`src/rtl/mdio_master.sv`:
```
`timescale 1ns/1ps
module mdio_master #(
  parameter int DIV_W   = 8,
  parameter int EXT_BIT = 31
) (
  input  logic             clk,
  input  logic             rst_n,
  input  logic             req_valid,
  input  logic             req_write,
  input  logic [4:0]       req_port,
  input  logic [31:0]      req_addr,
  input  logic [15:0]      req_wdata,
  input  logic [DIV_W-1:0] mdc_half,
  output logic             busy,
  output logic             done,
  output logic [15:0]      rd_data,
  output logic             rd_err,
  output logic             mdc,
  output logic             mdio_o,
  output logic             mdio_oe,
  input  logic             mdio_i
);

  localparam int PRE_LEN  = 32;
  localparam int ST_POS   = PRE_LEN;
  localparam int OP_POS   = ST_POS + 2;
  localparam int PORT_POS = OP_POS + 2;
  localparam int FLD_POS  = PORT_POS + 5;
  localparam int TA_POS   = FLD_POS + 5;
  localparam int DAT_POS  = TA_POS + 2;
  localparam int END_POS  = DAT_POS + 16;

  logic             busy_q, done_q, mdc_q, ext_q, wr_q, ph_q, err_q, rerr_q;
  logic [6:0]       bit_q;
  logic [DIV_W-1:0] cnt_q, half_q;
  logic [4:0]       port_q, fld_q;
  logic [15:0]      off_q, wd_q, shf_q, rdat_q;

  logic        is_addr, is_rd, tick, d_bit, d_oe;
  logic [1:0]  op;
  logic [15:0] payload;
  logic [6:0]  last_bit, pidx, fidx, didx;

  assign is_addr  = ext_q & ~ph_q;
  assign is_rd    = ~wr_q & ~is_addr;
  assign op       = is_addr ? 2'b00 : (wr_q ? 2'b01 : (ext_q ? 2'b11 : 2'b10));
  assign payload  = is_addr ? off_q : wd_q;
  assign last_bit = (is_rd | is_addr) ? 7'(END_POS) : 7'(END_POS - 1);
  assign tick     = busy_q && (cnt_q == half_q - 1'b1);
  assign pidx     = 7'(FLD_POS - 1) - bit_q;
  assign fidx     = 7'(TA_POS - 1) - bit_q;
  assign didx     = 7'(END_POS - 1) - bit_q;

  always_comb begin
    d_bit = 1'b0;
    d_oe  = 1'b1;
    if (bit_q < 7'(ST_POS))          d_bit = 1'b1;
    else if (bit_q == 7'(ST_POS))    d_bit = 1'b0;
    else if (bit_q == 7'(ST_POS+1))  d_bit = ~ext_q;
    else if (bit_q == 7'(OP_POS))    d_bit = op[1];
    else if (bit_q == 7'(OP_POS+1))  d_bit = op[0];
    else if (bit_q < 7'(FLD_POS))    d_bit = port_q[pidx[2:0]];
    else if (bit_q < 7'(TA_POS))     d_bit = fld_q[fidx[2:0]];
    else if (bit_q == 7'(TA_POS)) begin
      d_bit = 1'b1;
      d_oe  = ~is_rd;
    end
    else if (bit_q == 7'(TA_POS+1))  d_oe = ~is_rd;
    else if (bit_q < 7'(END_POS)) begin
      d_bit = payload[didx[3:0]];
      d_oe  = ~is_rd;
    end
    else                             d_oe = 1'b0;
  end

  always_ff @(posedge clk) begin
    if (!rst_n) begin
      busy_q <= 1'b0; done_q <= 1'b0; mdc_q <= 1'b0;
      ext_q  <= 1'b0; wr_q   <= 1'b0; ph_q  <= 1'b0;
      err_q  <= 1'b0; rerr_q <= 1'b0;
      bit_q  <= '0;   cnt_q  <= '0;   half_q <= DIV_W'(1);
      port_q <= '0;   fld_q  <= '0;
      off_q  <= '0;   wd_q   <= '0;   shf_q <= '0; rdat_q <= '0;
    end else begin
      done_q <= 1'b0;
      if (!busy_q) begin
        if (req_valid) begin
          busy_q <= 1'b1;
          ext_q  <= req_addr[EXT_BIT];
          ph_q   <= ~req_addr[EXT_BIT];
          wr_q   <= req_write;
          port_q <= req_port;
          fld_q  <= req_addr[EXT_BIT] ? req_addr[20:16] : req_addr[4:0];
          off_q  <= req_addr[15:0];
          wd_q   <= req_wdata;
          half_q <= (mdc_half == '0) ? DIV_W'(1) : mdc_half;
          cnt_q  <= '0;
          bit_q  <= '0;
          mdc_q  <= 1'b0;
          err_q  <= 1'b0;
          shf_q  <= '0;
        end
      end else if (tick) begin
        cnt_q <= '0;
        mdc_q <= ~mdc_q;
        if (!mdc_q) begin
          if (is_rd && bit_q == 7'(TA_POS+1)) err_q <= mdio_i;
          if (is_rd && bit_q >= 7'(DAT_POS) && bit_q < 7'(END_POS))
            shf_q <= {shf_q[14:0], mdio_i};
        end else begin
          if (bit_q != last_bit) bit_q <= bit_q + 7'd1;
          else if (is_addr) begin
            ph_q  <= 1'b1;
            bit_q <= '0;
          end else begin
            busy_q <= 1'b0;
            done_q <= 1'b1;
            if (is_rd) begin
              rdat_q <= shf_q;
              rerr_q <= err_q;
            end else rerr_q <= 1'b0;
          end
        end
      end else cnt_q <= cnt_q + 1'b1;
    end
  end

  assign busy    = busy_q;
  assign done    = done_q;
  assign rd_data = rdat_q;
  assign rd_err  = rerr_q;
  assign mdc     = mdc_q;
  assign mdio_oe = busy_q & d_oe;
  assign mdio_o  = busy_q & d_oe & d_bit;

endmodule

```
`config.mk`:
```
export PLATFORM = sky130hd
export DESIGN_NAME = mdio_master
export DESIGN_NICKNAME = d
export VERILOG_FILES = /design/src/rtl/mdio_master.sv
export SDC_FILE = /design/constraint.sdc
export NUM_CORES = 1
export LEC_CHECK = 0
export BUFFER_PORTS_ARGS = -buffer_cell sky130_fd_sc_hd__buf_2
export CORE_MARGIN = 3
export CORE_UTILIZATION = 31
export CTS_BUF_LIST = sky130_fd_sc_hd__clkbuf_8
export CTS_CLUSTER_DIAMETER = 30
export DETAILED_ROUTE_END_ITERATION = 8
export GPL_TIMING_DRIVEN = 0
export PLACE_DENSITY = 0.5
export SLEW_MARGIN = 20
export SYNTH_ARGS = -nofsm -noshare
export SYNTH_HDL_FRONTEND = slang
export SYNTH_SLANG_ARGS = --single-unit
```
`constraint.sdc`:
```
create_clock -name clk -period 3.5 [get_ports clk]
set_input_delay 1.05 -clock clk [delete_from_list [all_inputs] [get_ports clk]]
set_output_delay 1.05 -clock clk [all_outputs]
set_load 0.02 [all_outputs]
```
## Word-level counts from Yosys, hierarchy flattened

Index checks and enable logic that the tools add are counted.

| word-level totals | value |
|---|---|
| flip-flop bits (word level) | 105 |
| bits of input ports | 66 |
| output and inout bits | 22 |
| bits in latches | 0 |
| memories kept | 0 |
| bits in read-only memories | 0 |
| logic and storage cells | 146 |
| memory bits (writable) | 0 |

| cells by class | value |
|---|---|
| bitwise operators | 16 |
| eq/ne operators | 16 |
| reductions and logical operators | 15 |
| $add $sub $neg | 6 |
| multiplexer cells | 68 |
| div/mod/pow operators | 0 |
| multiply operators | 0 |
| order comparisons | 8 |
| shift-type cells | 0 |

Operators by type and width:

| cell | count |
|---|---|
| $mux 16 | 6 |
| $mux 7 | 7 |
| $mux 1 | 45 |
| $eq 7x6->1 const B | 6 |
| $mux 8 | 4 |
| $lt 7x6->1 const B | 3 |
| $reduce_and 4->1 | 3 |
| $not 1->1 | 11 |
| $ne 2x1->1 const B | 5 |
| $reduce_and 5->1 | 2 |
| $add 8x1->8 const B | 1 |
| $eq 8x8->1 | 1 |
| $logic_not 8->1 | 1 |
| $lt 3x4->1 const B | 2 |
| $sub 8x1->8 const B | 1 |
| $add 7x1->7 const B | 1 |
| $ge 7x6->1 const B | 1 |
| $lt 7x7->1 const B | 1 |
| $ne 7x7->1 | 1 |
| $bmux 1 s3 | 2 |
| $reduce_and 6->1 | 1 |
| $lt 4x5->1 const B | 1 |
| $mux 5 | 1 |
| $reduce_or 5->1 | 1 |
| 12 further kinds | 21 |

## Logic depth before layout (Yosys ltp)

| depth | value |
|---|---|
| depth in word-level cells | 17 |
| gate-level depth with buffers | 11 |
| depth with buffers taken out | 9 |

## Worst setup path before layout

No wires, ideal clock.

| timing path | value |
|---|---|
| path kind | flip-flop to output port |
| from | register bit_q[1] |
| to | output mdio_o |
| arrival | 2.937 ns |
| data required time | 2.450 ns |
| path slack | -0.487 ns |
| stages on the path, launching flop included | 10 |
| buffers on the path | 1 |
| path through | dfxtp_1 -> inv_1 -> clkbuf_1 -> ha_1 -> a21boi_0 -> o31ai_1 -> a311oi_1 -> nand2_1 -> a211o_1 -> o22ai_1 |

| on the way | value |
|---|---|
| elaborated cells on any way between the ends | 41 |
| classes of those cells | 3 x add/sub; 4 x order compare; 6 x eq/ne; 26 x mux; 2 x bitwise |

RTL lines:

| item | line | RTL |
|---|---|---|
| start: declaration | 34 | `logic [6:0] bit_q;` |
| start signal: assignment | 111 | `if (bit_q != last_bit) bit_q <= bit_q + 7'd1;` |
| $lt 7x7->1 | 69 | `else if (bit_q < 7'(END_POS)) begin` |
| $mux 1 | 69 |  |
| $mux 1 | 68 | `else if (bit_q == 7'(TA_POS+1)) d_oe = ~is_rd;` |
| $mux 1 | 64 | `else if (bit_q == 7'(TA_POS)) begin` |
| $mux 1 | 63 | `else if (bit_q < 7'(TA_POS)) d_bit = fld_q[fidx[2:0]];` |
| $mux 1 | 62 | `else if (bit_q < 7'(FLD_POS)) d_bit = port_q[pidx[2:0]];` |
| $mux 1 | 61 | `else if (bit_q == 7'(OP_POS+1)) d_bit = op[0];` |
| $mux 1 | 60 | `else if (bit_q == 7'(OP_POS)) d_bit = op[1];` |
| $mux 1 | 59 | `else if (bit_q == 7'(ST_POS+1)) d_bit = ~ext_q;` |
| $mux 1 | 58 | `else if (bit_q == 7'(ST_POS)) d_bit = 1'b0;` |
| $mux 1 * | 57 | `if (bit_q < 7'(ST_POS)) d_bit = 1'b1;` |
| $and 1x1->1 * | -- |  |
| net mdio_oe | 20 | `output logic mdio_oe,` |
| $and 1x1->1 * | 134 | `assign mdio_o = busy_q & d_oe & d_bit;` |
| end: declaration | 19 | `output logic mdio_o,` |

The timed path passes the listed nets; every way through them passes the cells marked *. The select of a mux whose other input is x is not followed.

## Worst setup path after layout

| timing path | value |
|---|---|
| from | register bit_q[0] |
| to | output mdio_o |

| on the way | value |
|---|---|
| word-level cells in the longest chain between the ends | 14 |
| elaborated cells on any way between the ends | 41 |
| classes of those cells | 3 x add/sub; 4 x order compare; 6 x eq/ne; 26 x mux; 2 x bitwise |

RTL lines:

| item | line | RTL |
|---|---|---|
| $sub 4x4->4 | 52 | `assign didx = 7'(END_POS - 1) - bit_q;` |
| $bmux 1 s4 | 70 | `d_bit = payload[didx[3:0]];` |
| $mux 1 (implied by the code) | 70 |  |
| $mux 1 | 69 |  |
| $mux 1 | 68 |  |
| $mux 1 | 64 |  |
| $mux 1 | 63 |  |
| $mux 1 | 62 |  |
| $mux 1 | 61 |  |
| $mux 1 | 60 |  |
| $mux 1 | 59 |  |
| $mux 1 | 58 |  |
| $mux 1 | 57 |  |
| $and 1x1->1 * | 134 |  |

Mark *: on every way between the ends. The rest lies on a longest branch, timed or not. The select of a mux whose other input is x is not followed.

==> run_results.csv <==
group,metric,value,unit
floorplanning,die_x,137,µm
clock_tree,insertion_delay,390,ps
critical_path,cp_data_required_time,2450,ps
critical_path,cp-end-kind,"output pin",
logic_synthesis,yosysSeqAreaShare,0.397,
sta,slew_headroom,0.320,
sta,finalCritPeriodShare,0.997,
clock_tree,numCtsBuffers,9,
critical_path,reg2reg_slack,410,ps
power_and_ir_drop,power.density,368,nW/µm²
run,max_cap_viol_count,0,
layout,drive_gt1_frac,0.225,
routing,postRouteAntennaNets,0,
place,dp.cells,905,
place,placed_area,5980,µm²
logic_synthesis,synth_nets,684,
clock_tree,cts_hold_buffers,0,
layout,fillers,1708,
layout,nets,787,
grt,grt_usage,0.161,
sta,worstMarginPinSlew,1010,ps
logic_synthesis,syn_inst,609,
floorplanning,ios,88,
hold_path,hp-class,"register to register",
routing,routedWlPerCell,15.8,µm
logic_synthesis,synth_ff_type,"dfxtp_1",
routing,wl,14800,µm
routing,vias,4681,
place,post-place-ws,-465,ps
critical_path,crit_path_max_incr_delay,370,ps
logic_synthesis,yosysTopAreaCell,"dfxtp_1",
sta,layout_setup_ws,9.43,ps
logic_synthesis,synth.avg_cell_area,8.70,µm²
sta,skew,9.08,ps
clock_tree,htree_levels,3,
place,portBuffers,76,
clock_tree,clk_pin_slew,100,ps
clock_tree,clockBufferDepth,2,
critical_path,rr_startpoint,"half_q[0]",
clock_tree,clock-sinks,105,
layout,design_area,6490,µm²
critical_path,crit_buf_inv,3,
logic_synthesis,async_reset_ff_frac,0,
logic_synthesis,syn_area,5300,µm²
place,place_congestion,0.908,
routing,viasPerCell,5.00,
floorplanning,dieArea,18700,µm²
floorplanning,initial_core_util,0.319,
clock_tree,cts_tree,"done",
critical_path,worstPathCellList,"clkbuf_16, inv_8, ha_4, mux4_2, a211oi_4, o41ai_4, o41ai_2, a211o_1, o22ai_2, buf_6",
floorplanning,die_h,137,µm
critical_path,startpoint_type,"register",
critical_path,crit_start,"bit_q[0]",
logic_synthesis,ys_top_cells_by_area,"dfxtp_1, nand2_1, a21boi_0",
clock_tree,cts_root_buffer,"clkbuf_8",
layout,areaGrowthSynthToFinish,22.4,%
logic_synthesis,synth_commonest_cells,"nand2_1, dfxtp_1, a21boi_0",
floorplanning,core,16600,µm²
logic_synthesis,synth_seq_cells,105,
hold_path,min_from,"wd_q[11]",
sta,max_freq,286,MHz
sta,period_minus_slack,3490,ps
critical_path,path_max_fanout,8,
power_and_ir_drop,cellLeakagePower,2.74,nW
sta,maxSlewViolCount,0,
sta,finalSetupViolations,0,
power_and_ir_drop,irDropWorstVdd,219,µV
routing,drtIter0Drc,282,
critical_path,critPathArrivalTime,2440,ps
sta,rsz0062_at_grt,"yes",
logic_synthesis,yosysTopAreaCellShare,0.397,
layout,antennaDiodeCount,0,
logic_synthesis,synth_most_common_cell,"nand2_1",
critical_path,critPathTopFamily,"compound AO/OA/AOI/OAI gates",
grt,antenna_found_initial,0,
grt,grt_pass1_wl,23700,µm
layout,fin_cells,937,
grt,grt_pass1_vias,4594,
routing,drc,0,
critical_path,crit_slowest_cell,"dfxtp_4",
grt,grt-ovfl-total,0,
layout,final_core_util,0.390,
floorplanning,rows,47,
routing,first_pass_iters,5,
critical_path,critPathKind,"register to output pin",
logic_synthesis,yosys_warnings,0,
sta,hold_viol_final,0,
place,hpwl,11000,µm
logic_synthesis,yosysUniqueCellTypes,54,
grt,grt_max_degree,18,
outcome,status,"finished clean",
logic_synthesis,synth_edf_count,0,
layout make-up:
type / count / area, µm² / share of cell area
Tap cell: 220 / 275 / 0.0424
Timing Repair Buffer: 94 / 533 / 0.0822
Multi-Input combinational cell: 447 / 3080 / 0.475
Sequential cell: 105 / 2110 / 0.326
Buffer: 43 / 214 / 0.0330
Inverter: 12 / 63.8 / 0.00984
Clock inverter: 6 / 66.3 / 0.0102
Clock buffer: 10 / 138 / 0.0212
cell usage in the layout, fill, tap and decap left out, types with 17 or more instances in the layout:
master / count
mux2i_1: 26
clkbuf_1: 31
and3_1: 40
o21a_1: 17
nand2_1: 121
dfxtp_1: 100
buf_2: 82
a21boi_0: 47
nor2_1: 17
nor2b_1: 20
power breakdown:
| part | switching (mW) | total, mW | internal (mW) |
|---|---|---|---|
| Clock | 0.450 | 0.803 | 0.353 |
| Sequential | 0.0309 | 1.26 | 1.23 |
| Combinational | 0.190 | 0.318 | 0.128 |
| Total | 0.671 | 2.39 | 1.71 |
per-stage QoR:
stage	hold WS [ps]	TNS, ps	power, mW
floorplan	440	0	1.48
global placement	451	-472	1.59
detailed placement	460	-465	1.60
CTS	475	0	2.41
global route	497	-82.6	2.50
finish	469	0	2.39
worst reg2reg max path: stages (launching register included):
cell and delay (ps):
dfxtp_1 370, inv_1 90, ha_1 130, buf_2 190, nand4bb_1 140, a211oi_1 300
o221ai_2 170, a211oi_4 600, nand3_2 300, clkbuf_1 270, and3_1 230, o21a_1 180
sequential cells by signal, summed over array words and instances (netlist names):
signal / count
rd_err: 1
port_q: 5
half_q: 8
wd_q: 16
busy: 1
done: 1
wr_q: 1
rd_data: 16
shf_q: 16
ext_q: 1
off_q: 16
mdc: 1
ph_q: 1
cnt_q: 8
fld_q: 5
err_q: 1
bit_q: 7
repair_timing:
action                     in CTS  in global routing
hold endpoints to repair        0                  0
setup endpoints to repair       2                  1
pin swaps                      10                  7
resized for setup              39                 11
buffers inserted               14                  4
metal layers:
layer	GRT usage	wire length [µm]	part of all wire
met5	0	0	0
met4	0.0565	269	0.018
met3	0.0331	692	0.047
met2	0.249	6690	0.45
met1	0.224	7200	0.48
cells by family after synthesis:
| kind of cell | after synthesis | synth area share |
|---|---|---|
| compound gates | 133 | 0.186 |
| xor+xnor | 14 | 0.0231 |
| fa+ha+maj | 9 | 0.0212 |
| buf+inv | 57 | 0.0420 |
| flops | 105 | 0.397 |
| mux | 35 | 0.0873 |
| simple gates | 256 | 0.244 |
path summary, 6_finish.rpt:
| check | cells after the start | end |
|---|---|---|
| hold / removal | 2 | wd_q[11] |
| setup / recovery | 10 | mdio_o |
| setup reg to reg | 11 | shf_q[13] |
| hold reg to reg | 2 | wd_q[11] |
Note: power is estimated with default switching activity, not from simulation.
